**config.mk**
```make
export PLATFORM = sky130hd
export DESIGN_NAME = jtag_tap_ctrl
export DESIGN_NICKNAME = d
export VERILOG_FILES = /design/src/rtl/jtag_tap_pkg.sv /design/src/rtl/jtag_tap_fsm.sv /design/src/rtl/jtag_tap_ir.sv /design/src/rtl/jtag_tap_dr.sv /design/src/rtl/jtag_tap_ctrl.sv
export SDC_FILE = /design/constraint.sdc
export NUM_CORES = 1
export LEC_CHECK = 0
export BUFFER_PORTS_ARGS = -buffer_cell sky130_fd_sc_hd__buf_2
export CAP_MARGIN = 20
export CORE_MARGIN = 2
export CORE_UTILIZATION = 50
export DETAILED_ROUTE_END_ITERATION = 8
export GPL_ROUTABILITY_DRIVEN = 1
export PLACE_DENSITY = 0.78
export SLEW_MARGIN = 20
export SYNTH_ARGS = -nofsm -noshare
export SYNTH_HDL_FRONTEND = slang
export SYNTH_SLANG_ARGS = --single-unit
```
**constraint.sdc**
```tcl
create_clock -name tck -period 3.85 [get_ports tck]
set_input_delay 0.1925 -clock tck [delete_from_list [all_inputs] [get_ports tck]]
set_output_delay 0.1925 -clock tck [all_outputs]
set_load 0.1 [all_outputs]
```
**src/rtl/jtag_tap_pkg.sv**
```systemverilog
package jtag_tap_pkg;

  localparam int IR_W = 4;

  typedef enum logic [3:0] {
    ST_TLR, ST_RTI, ST_SEL_DR, ST_CAP_DR, ST_SHF_DR, ST_EX1_DR, ST_PAU_DR, ST_EX2_DR,
    ST_UPD_DR, ST_SEL_IR, ST_CAP_IR, ST_SHF_IR, ST_EX1_IR, ST_PAU_IR, ST_EX2_IR, ST_UPD_IR
  } tap_state_e;

  typedef enum logic [1:0] {DSEL_BYP, DSEL_ID, DSEL_BSR} dsel_e;

  localparam logic [IR_W-1:0] OP_EXTEST  = 4'b0000;
  localparam logic [IR_W-1:0] OP_SAMPLE  = 4'b0001;
  localparam logic [IR_W-1:0] OP_BYPASS  = 4'b1111;
  localparam logic [IR_W-1:0] IR_CAPTURE = 4'b0001;

  function automatic tap_state_e tap_next(tap_state_e s, logic tms);
    case (s)
      ST_TLR:    return tms ? ST_TLR    : ST_RTI;
      ST_RTI:    return tms ? ST_SEL_DR : ST_RTI;
      ST_SEL_DR: return tms ? ST_SEL_IR : ST_CAP_DR;
      ST_CAP_DR: return tms ? ST_EX1_DR : ST_SHF_DR;
      ST_SHF_DR: return tms ? ST_EX1_DR : ST_SHF_DR;
      ST_EX1_DR: return tms ? ST_UPD_DR : ST_PAU_DR;
      ST_PAU_DR: return tms ? ST_EX2_DR : ST_PAU_DR;
      ST_EX2_DR: return tms ? ST_UPD_DR : ST_SHF_DR;
      ST_UPD_DR: return tms ? ST_SEL_DR : ST_RTI;
      ST_SEL_IR: return tms ? ST_TLR    : ST_CAP_IR;
      ST_CAP_IR: return tms ? ST_EX1_IR : ST_SHF_IR;
      ST_SHF_IR: return tms ? ST_EX1_IR : ST_SHF_IR;
      ST_EX1_IR: return tms ? ST_UPD_IR : ST_PAU_IR;
      ST_PAU_IR: return tms ? ST_EX2_IR : ST_PAU_IR;
      ST_EX2_IR: return tms ? ST_UPD_IR : ST_SHF_IR;
      default:   return tms ? ST_SEL_DR : ST_RTI;
    endcase
  endfunction

  function automatic dsel_e op_decode(logic [IR_W-1:0] op);
    if (op == OP_EXTEST || op == OP_SAMPLE) return DSEL_BSR;
    return DSEL_BYP;
  endfunction

endpackage

```
**src/rtl/jtag_tap_fsm.sv**
```systemverilog
module jtag_tap_fsm
  import jtag_tap_pkg::*;
(
  input  logic       tck,
  input  logic       trst_n,
  input  logic       tms,
  output tap_state_e state
);

  logic [2:0] ones_cnt;

  always_ff @(posedge tck or negedge trst_n) begin
    if (!trst_n) begin
      state    <= ST_TLR;
      ones_cnt <= '0;
    end else begin
      state    <= tap_next(state, tms);
      ones_cnt <= !tms ? 3'd0 : (ones_cnt == 3'd5 ? 3'd5 : ones_cnt + 3'd1);
    end
  end

  AST_TMS_RESET: assert property (@(posedge tck) disable iff (!trst_n)
    (ones_cnt == 3'd5) |-> (state == ST_TLR));

endmodule

```
**src/rtl/jtag_tap_ir.sv**
```systemverilog
module jtag_tap_ir
  import jtag_tap_pkg::*;
#(
  parameter bit HAS_ID = 1'b1
)(
  input  logic       tck,
  input  logic       trst_n,
  input  logic       tdi,
  input  tap_state_e state,
  output logic       ir_lsb,
  output dsel_e      dsel,
  output logic       extest_on
);

  localparam dsel_e RST_SEL = HAS_ID ? DSEL_ID : DSEL_BYP;

  logic [IR_W-1:0] ir_sh, ir_act;
  logic cap_ir_evt, shf_ir_evt, upd_ir_evt, tlr_evt;

  assign cap_ir_evt = (state == ST_CAP_IR);
  assign shf_ir_evt = (state == ST_SHF_IR);
  assign upd_ir_evt = (state == ST_UPD_IR);
  assign tlr_evt    = (state == ST_TLR);

  always_ff @(posedge tck or negedge trst_n) begin
    if (!trst_n) begin
      ir_sh  <= IR_CAPTURE;
      ir_act <= OP_BYPASS;
      dsel   <= RST_SEL;
    end else begin
      if (tlr_evt) begin
        ir_act <= OP_BYPASS;
        dsel   <= RST_SEL;
      end else if (upd_ir_evt) begin
        ir_act <= ir_sh;
        dsel   <= op_decode(ir_sh);
      end
      if (cap_ir_evt)      ir_sh <= IR_CAPTURE;
      else if (shf_ir_evt) ir_sh <= {tdi, ir_sh[IR_W-1:1]};
    end
  end

  assign ir_lsb    = ir_sh[0];
  assign extest_on = (dsel == DSEL_BSR) && (ir_act == OP_EXTEST);

  AST_IR_HOLD: assert property (@(posedge tck) disable iff (!trst_n)
    (!upd_ir_evt && !tlr_evt) |=> ($stable(ir_act) && $stable(dsel)));
  AST_IR_CAPTURE: assert property (@(posedge tck) disable iff (!trst_n)
    cap_ir_evt |=> (ir_sh[1:0] == 2'b01));
  AST_RSVD_BYPASS: assert property (@(posedge tck) disable iff (!trst_n)
    (upd_ir_evt && ir_sh != OP_EXTEST && ir_sh != OP_SAMPLE) |=> (dsel == DSEL_BYP));

endmodule

```
**src/rtl/jtag_tap_dr.sv**
```systemverilog
module jtag_tap_dr
  import jtag_tap_pkg::*;
#(
  parameter int          BSR_LEN = 8,
  parameter logic [31:0] IDCODE  = 32'h1A5C_E0F3
)(
  input  logic               tck,
  input  logic               trst_n,
  input  logic               tdi,
  input  tap_state_e         state,
  input  dsel_e              dsel,
  input  logic [BSR_LEN-1:0] pin_in,
  output logic               dr_lsb,
  output logic [BSR_LEN-1:0] bsr_upd
);

  localparam int ID_W = 32;

  logic               byp_q;
  logic [ID_W-1:0]    id_sh;
  logic [BSR_LEN-1:0] bsr_sh;
  logic cap_dr_evt, shf_dr_evt, upd_dr_evt;

  assign cap_dr_evt = (state == ST_CAP_DR);
  assign shf_dr_evt = (state == ST_SHF_DR);
  assign upd_dr_evt = (state == ST_UPD_DR);

  always_ff @(posedge tck or negedge trst_n) begin
    if (!trst_n) begin
      byp_q   <= 1'b0;
      id_sh   <= IDCODE;
      bsr_sh  <= '0;
      bsr_upd <= '0;
    end else begin
      if (cap_dr_evt) begin
        case (dsel)
          DSEL_ID:  id_sh  <= IDCODE;
          DSEL_BSR: bsr_sh <= pin_in;
          default:  byp_q  <= 1'b0;
        endcase
      end else if (shf_dr_evt) begin
        case (dsel)
          DSEL_ID:  id_sh  <= {tdi, id_sh[ID_W-1:1]};
          DSEL_BSR: bsr_sh <= {tdi, bsr_sh[BSR_LEN-1:1]};
          default:  byp_q  <= tdi;
        endcase
      end
      if (upd_dr_evt && dsel == DSEL_BSR) bsr_upd <= bsr_sh;
    end
  end

  always_comb begin
    case (dsel)
      DSEL_ID:  dr_lsb = id_sh[0];
      DSEL_BSR: dr_lsb = bsr_sh[0];
      default:  dr_lsb = byp_q;
    endcase
  end

  AST_BYP_CAPTURE: assert property (@(posedge tck) disable iff (!trst_n)
    (cap_dr_evt && dsel == DSEL_BYP) |=> (byp_q == 1'b0));
  AST_BSR_UPD_HOLD: assert property (@(posedge tck) disable iff (!trst_n)
    !(upd_dr_evt && dsel == DSEL_BSR) |=> $stable(bsr_upd));

endmodule

```
**src/rtl/jtag_tap_ctrl.sv**
```systemverilog
module jtag_tap_ctrl
  import jtag_tap_pkg::*;
#(
  parameter int          BSR_LEN = 8,
  parameter bit          HAS_ID  = 1'b1,
  parameter logic [31:0] IDCODE  = 32'h1A5C_E0F3
)(
  input  logic               tck,
  input  logic               trst_n,
  input  logic               tms,
  input  logic               tdi,
  output logic               tdo,
  output logic               tdo_en,
  input  logic [BSR_LEN-1:0] pin_in,
  input  logic [BSR_LEN-1:0] core_out,
  output logic [BSR_LEN-1:0] pin_out,
  output logic [BSR_LEN-1:0] bsr_upd
);

  tap_state_e state;
  dsel_e      dsel;
  logic       ir_lsb, dr_lsb, extest_on, in_shift;

  jtag_tap_fsm u_fsm (.tck(tck), .trst_n(trst_n), .tms(tms), .state(state));

  jtag_tap_ir #(.HAS_ID(HAS_ID)) u_ir (
    .tck(tck), .trst_n(trst_n), .tdi(tdi), .state(state),
    .ir_lsb(ir_lsb), .dsel(dsel), .extest_on(extest_on));

  jtag_tap_dr #(.BSR_LEN(BSR_LEN), .IDCODE(IDCODE)) u_dr (
    .tck(tck), .trst_n(trst_n), .tdi(tdi), .state(state), .dsel(dsel),
    .pin_in(pin_in), .dr_lsb(dr_lsb), .bsr_upd(bsr_upd));

  assign in_shift = (state == ST_SHF_IR) || (state == ST_SHF_DR);

  always_ff @(negedge tck or negedge trst_n) begin
    if (!trst_n) begin
      tdo    <= 1'b0;
      tdo_en <= 1'b0;
    end else begin
      tdo_en <= in_shift;
      if (state == ST_SHF_IR)      tdo <= ir_lsb;
      else if (state == ST_SHF_DR) tdo <= dr_lsb;
    end
  end

  assign pin_out = extest_on ? bsr_upd : core_out;

  AST_TDO_EN_SHIFT: assert property (@(posedge tck) disable iff (!trst_n)
    tdo_en == in_shift);

endmodule

```
==> flow_summary.ini, run 1 <==
[worst_setup_path]
path_class = reg -> reg
worstPathRequired_ns = 2.10
cp-start-kind = flop
cp.arrival_ns = 1.59
cp_max_fo = 4
endpoint_kind = flop

[die]
rows = 29
initial_core_util = 0.5106
ios = 38
dieWidth_um = 83.84
coreArea_um2 = 6241
fp.dieH_um = 83.84
die_area_um2 = 7028

[global_route]
grt_max_degree = 60
antenna_found_initial = 0
grt_pass1_vias = 2150
overflow = 0
grt_pass1_wl_mm = 9.922
track_usage = 0.1735

[clock_network]
root_buffer = clkbuf_8
tritoncts = yes
clock_sinks = 65
clk_latency_ns = 0.34
h-tree-depth = 3
cts.repair_timing.setup_buffer_count = 0
post_cts_resized = 0
clk_path_buf_depth = 2
clkTransAtPathRegs_ns = 0.07
cts_buffers = 9

[outcome]
status = complete, no violations

[layout]
antennaDiodeCount = 0
nets = 347
syn_to_final_growth_pct = 13.19
multiInputGateArea_um2 = 1270
nFillCells = 534
drive_gt1_frac = 0.2667
register_area_um2 = 1654

[timing]
tightest_slew_ns = 0.7118
skew_ns = 0.01098
setup_viol = 0
rsz0062_at_grt = no
relSlewSlack = 0.5254
drv_slew = 0
hold_violations = 0
fin_tns_setup_ns = 0

[synthesis]
async_reset_ff_frac = 1.000
syn_inst = 290
ys_ff_latch = 65
synthFlopType = dfrtp_1
ys_warn_count = 0
synth.avg_cell_area_um2 = 10.99
synth_edf_count = 0
synth_area_um2 = 3187
synth_fp_nets = 312
synth-seq-area-share = 0.5190
synth_cell_type_count = 42

[route]
routed_wl_mm = 5.616
wl_per_cell_um = 13.80
ant_nets = 0
drt_iter0_drc = 144
dr.pass1.iters = 5
viasPerCell = 5.356
drc = 0
num_vias = 2180

[run]
cap_violations = 0

[hold_path]
min_path_type = in -> reg

[placement]
hpwlAfterDp_mm = 3.647
portBuffers = 37
globalplace.congestion = 0.8072

[pwr]
ir_drop_mv = 0.5195
p_leak_nw = 1.594
power.total_mw = 2.464
powerDensity_nw_per_um2 = 683.1
what timing repair did:
action | in CTS | in global routing
hold buffers | 1 | 0
endpoints found under the hold margin | 4 | 0
setup endpoints to repair | 0 | 0
stage by stage:
step	area [µm²]	hold slack, ns	setup WS [ns]	instances	util
after floorplan	3187	-0.1031	0.6040	290	-
after global placement	3413	0.04173	0.5843	390	0.5469
after detailed placement	3413	0.04464	0.5139	390	0.5469
after CTS	3607	0.1597	0.4990	407	0.5780
after global routing	3607	0.1818	0.4074	407	0.5780
final	3607	0.1715	0.5081	407	0.5780
path summary, 6_finish.rpt:
check	from	endpoint	slack, ns	depth (start not counted)
min in group asynchronous	trst_n	u_fsm.state[2]	0.23	2
worst min-delay path	tdi	u_ir.ir_sh[3]	0.17	3
worst max-delay path	u_ir.dsel[0]	tdo	0.51	5
max in group asynchronous	trst_n	tdo	1.60	2
worst max register to register	u_ir.dsel[0]	tdo	0.51	5
worst min register to register	u_dr.id_sh[27]	u_dr.id_sh[27]	0.46	2
synth_stat cells, types with 2 or more instances:
master,number,area [µm²]
a21oi_1,6,30.03
a22oi_1,2,15.01
buf_2,6,30.03
buf_4,6,45.04
buf_6,2,22.52
clkbuf_1,5,18.77
dfrtn_1,2,50.05
dfrtp_1,41,1026
dfstp_2,22,578.1
ha_1,2,25.02
inv_1,38,142.6
mux2_1,27,304.0
mux2_2,5,56.30
mux2i_1,17,170.2
nand2_1,11,41.29
nand4_1,2,12.51
nand4b_1,17,148.9
nor2_1,18,67.56
nor2b_1,5,31.28
nor4b_1,2,17.52
o21a_1,2,15.01
o21ai_0,5,25.02
o21ai_1,24,120.1
o22a_1,4,35.03
o2bb2ai_1,2,17.52
power by group:
part           total [mW]  internal [mW]  switching (mW)  leakage, nW
clock               0.524          0.283           0.241       0.0992
sequential           1.08          0.930           0.149        0.816
combinational       0.861          0.337           0.524        0.679
total                2.46           1.55           0.914         1.59
cells by family (layout without fill, tap and decap cells):
kind of cell               Yosys count  count (layout)  share of synthesized area
DFF                                 65              65                     0.5190
and+or+nand+nor                     64              64                     0.1221
buffers and inverters               59              99                    0.08716
AOI/OAI and AO/OA                   51              51                    0.09737
muxes                               49              49                     0.1665
adders and majority gates            2               2                   0.007851
cell usage in the layout (no fill, tap or decap), drive strengths merged, types with 2 or more instances in the layout:
cell / n
nor2: 18
ha: 2
o22a: 4
o21ai: 29
dfrtp: 41
nand2: 11
dfrtn: 2
a21oi: 6
o2bb2ai: 2
clkbuf: 13
clkinv: 3
nor2b: 5
nor4b: 3
inv: 38
buf: 44
dfstp: 22
o21a: 2
nand4: 2
a22oi: 2
mux2i: 17
nand4b: 17
mux2: 32
per-layer routing:
layer | global-route usage | up-vias | share of wire
met5 | 0 | - | 0
met4 | 0.06598 | 0 | 0.011
met3 | 0.04352 | 8 | 0.045
met2 | 0.2727 | 48 | 0.45
met1 | 0.2330 | 1054 | 0.49
li1 | - | 1070 | -
registers in the layout, indices dropped and copies added (netlist names):
register / flops
u_dr.id_sh: 32
u_dr.bsr_sh: 8
u_dr.bsr_upd: 8
u_fsm.state: 4
u_ir.ir_act: 4
u_ir.ir_sh: 4
u_ir.dsel: 2
tdo: 1
tdo_en: 1
u_dr.byp_q: 1
cell type report:
type,count,share of cell area
Clock buffer,13,0.04683
Inverter,38,0.03954
Multi-Input combinational cell,166,0.3521
Tap cell,77,0.02671
Sequential cell,65,0.4586
Clock inverter,3,0.004162
Timing Repair Buffer,45,0.07215
worst max-delay path: stages (launching register included):
cell and delay (ns):
dfstp_2 0.55, inv_1 0.05, ha_1 0.23, a22oi_1 0.17, o21ai_0 0.11, o2bb2ai_1 0.14
(Power assumes the default switching activity.)
==> run 2: changes to the inputs <==
--- a/config.mk
+++ b/config.mk
@@ -5,12 +5,14 @@
 export SDC_FILE = /design/constraint.sdc
 export NUM_CORES = 1
 export LEC_CHECK = 0
+export ABC_AREA = 1
 export BUFFER_PORTS_ARGS = -buffer_cell sky130_fd_sc_hd__buf_2
 export CAP_MARGIN = 20
 export CORE_MARGIN = 2
 export CORE_UTILIZATION = 50
 export DETAILED_ROUTE_END_ITERATION = 8
 export GPL_ROUTABILITY_DRIVEN = 1
+export GPL_TIMING_DRIVEN = 0
 export PLACE_DENSITY = 0.78
 export SLEW_MARGIN = 20
 export SYNTH_ARGS = -nofsm -noshare
==> constraint.sdc (replaced) <==
create_clock -name tck -period 3.2 [get_ports tck]
set_input_delay 0.16 -clock tck [delete_from_list [all_inputs] [get_ports tck]]
set_output_delay 0.16 -clock tck [all_outputs]
set_load 0.1 [all_outputs]
==> flow_summary.ini, run 2 <==
[outcome]
status = complete, no violations

[synthesis]
async_reset_ff_frac = 1.000
synth_fa_ha_area_frac = 0.007791
synth_compound_area_frac = 0.1644
synth.top_cell.area_share = 0.3194
ys_warn_count = 0
synthFlopType = dfrtp_1
synth_area_leaders = dfrtp_1 (32%), dfstp_2 (18%), nand2_1 (13%)
synth_cell_type_count = 26
synth.largest_area_cell = dfrtp_1
ys_ff_latch = 65
synth_most_common_cell = nand2_1
synth_top_family_by_area = simple AND/OR/NAND/NOR gates
synth_fp_nets = 404
synth_simple_gate_area_frac = 0.2209
syn_inst = 382
synth_commonest_cells = nand2_1 (107), inv_1 (44), dfrtp_1 (41), o21ai_0 (37), o21ai_2 (23)
synth-xor-area-share = 0
synth_edf_count = 0
synth-seq-area-share = 0.5150
synth_area_um2 = 3212
synth.avg_cell_area_um2 = 8.408
muxShareOfSynthArea = 0

[timing]
skew_ns = 0.01378
setup_viol = 0
setup_ws_ns = 0.1795
relSlewSlack = 0.6783
hold_violations = 0
drv_slew = 0
rsz0062_at_grt = no
tightest_slew_ns = 0.4826
timing.hold.ws_ns = 0.09345

[placement]
dpl_cell_area_um2 = 3523
hpwlAfterDp_mm = 4.783
place_ws_ns = 0.1894
globalplace.congestion = 0.9189
portBuffers = 37

[worst_setup_path]
endpoint_kind = flop
cp.arrival_ns = 1.59
worstPathCellList = inv_1, ha_1, inv_1, nand3_1, o211ai_1, o211ai_1
worstPathRequired_ns = 1.77
cp_max_fo = 2
cp-start-kind = flop
cpMaxStageDelayCell = dfstp_2
worst_path_largest_cell_delay_ns = 0.53
path_class = reg -> reg

[pwr]
powerDensity_nw_per_um2 = 1078
switchingPower_mw = 1.871
power.total_mw = 3.997
clkPwrFrac = 0.157
ir_drop_mv = 0.6156
p_leak_nw = 1.844
combPwrFrac = 0.479
swShare = 0.4682
p_int_mw = 2.126
p_seq_frac = 0.363

[clock_network]
root_buffer = clkbuf_8
tritoncts = yes
h-tree-depth = 3
clk_path_buf_depth = 2
clkTransAtPathRegs_ns = 0.07
clk_latency_ns = 0.35
cts_buffers = 9
post_cts_resized = 0
clock_sinks = 65

[die]
ios = 38
die_area_um2 = 7080
initial_core_util = 0.5117
coreArea_um2 = 6277
fp.dieH_um = 84.15
dieWidth_um = 84.15
rows = 29

[global_route]
track_usage = 0.2060
overflow = 0
grt_max_degree = 48
antenna_found_initial = 0
grt_pass1_wl_mm = 11.80
grt_pass1_vias = 2520

[route]
drt_iter0_drc = 166
routed_wl_mm = 6.628
dr.pass1.iters = 4
wl_per_cell_um = 12.89
drc = 0
ant_nets = 0
viasPerCell = 5.253
num_vias = 2700

[layout]
final_util = 0.5908
nets = 454
nFillCells = 556
drive_gt1_frac = 0.2838
antennaDiodeCount = 0
register_area_um2 = 1654
reg.largest.list = u_dr.id_sh: 32 flops, u_dr.bsr_sh: 8 flops, u_dr.bsr_upd: 8 flops
largest_reg_flops = 32
layout.cells.most_common = nand2_1
fin_area_um2 = 3709
multiInputGateArea_um2 = 1262
syn_to_final_growth_pct = 15.47
layout_common_cells = nand2_1 (107), inv_1 (44), dfrtp_1 (41), buf_2 (38), o21ai_0 (31)
regMostFlops = u_dr.id_sh

[run]
cap_violations = 0

[hold_path]
min_path_type = in -> reg
run 2: per-stage QoR:
step / cells / TNS [ns]
2_1_floorplan: 382 / -0.2051
3_3_place_gp: 496 / 0
3_5_place_dp: 497 / 0
4_1_cts: 514 / 0
5_1_grt: 514 / 0
6_report: 514 / 0
run 2: area by class of cell:
class	count	area share
buffer	16	0.03205
clock buffer	14	0.04386
clock inverter	2	0.003374
inverter	47	0.04757
multi-input combinational	254	0.3404
sequential	65	0.4460
tap	77	0.02598
timing repair buffer	39	0.06073
run 2: worst paths after layout:
| kind | startpoint | end | slack, ns | depth (start not counted) |
|---|---|---|---|---|
| min reg2reg | u_dr.id_sh[27] | u_dr.id_sh[27] | 0.47 | 2 |
| max | u_ir.dsel[0] | tdo | 0.18 | 6 |
| min | tdi | u_ir.ir_sh[3] | 0.09 | 3 |
| max reg2reg | u_ir.dsel[0] | tdo | 0.18 | 6 |
| min in group asynchronous | trst_n | u_ir.ir_sh[3] | 0.24 | 2 |
| max in group asynchronous | trst_n | tdo | 0.94 | 3 |
run 2: logic make-up after synthesis:
| logic type | after synthesis |
|---|---|
| and+or+nand+nor | 166 |
| adders and majority gates | 2 |
| DFF | 65 |
| AOI/OAI and AO/OA | 86 |
| buffers and inverters | 63 |
run 2: worst max-delay path: cells and delay by family (launching register included):
kind | cells | cell delay (ns)
DFF | 1 | 0.53
adders and majority gates | 1 | 0.30
and+or+nand+nor | 1 | 0.07
AOI/OAI and AO/OA | 2 | 0.21
buffers and inverters | 2 | 0.12
run 2: power groups by stage:
stage	clock network [mW]	logic [mW]	registers [mW]
global placement	0	1.87	1.45
CTS	0.643	1.92	1.45
floorplan	0	1.23	1.75
global route	0.670	2.14	1.49
detailed placement	0	1.91	1.46
finish	0.629	1.92	1.45
run 2: what timing repair did:
action	4_1_cts	5_1_grt
buffers inserted	0	0
endpoints found under the hold margin	17	0
hold buffers	1	0
run 2: layer usage:
metal | vias up | routed length (µm) | GRT usage
met1 | 1293 | 3013 | 0.2757
met4 | 0 | 137 | 0.08358
li1 | 1329 | - | -
met2 | 66 | 3162 | 0.3333
met5 | - | 0 | 0
met3 | 12 | 315 | 0.03835
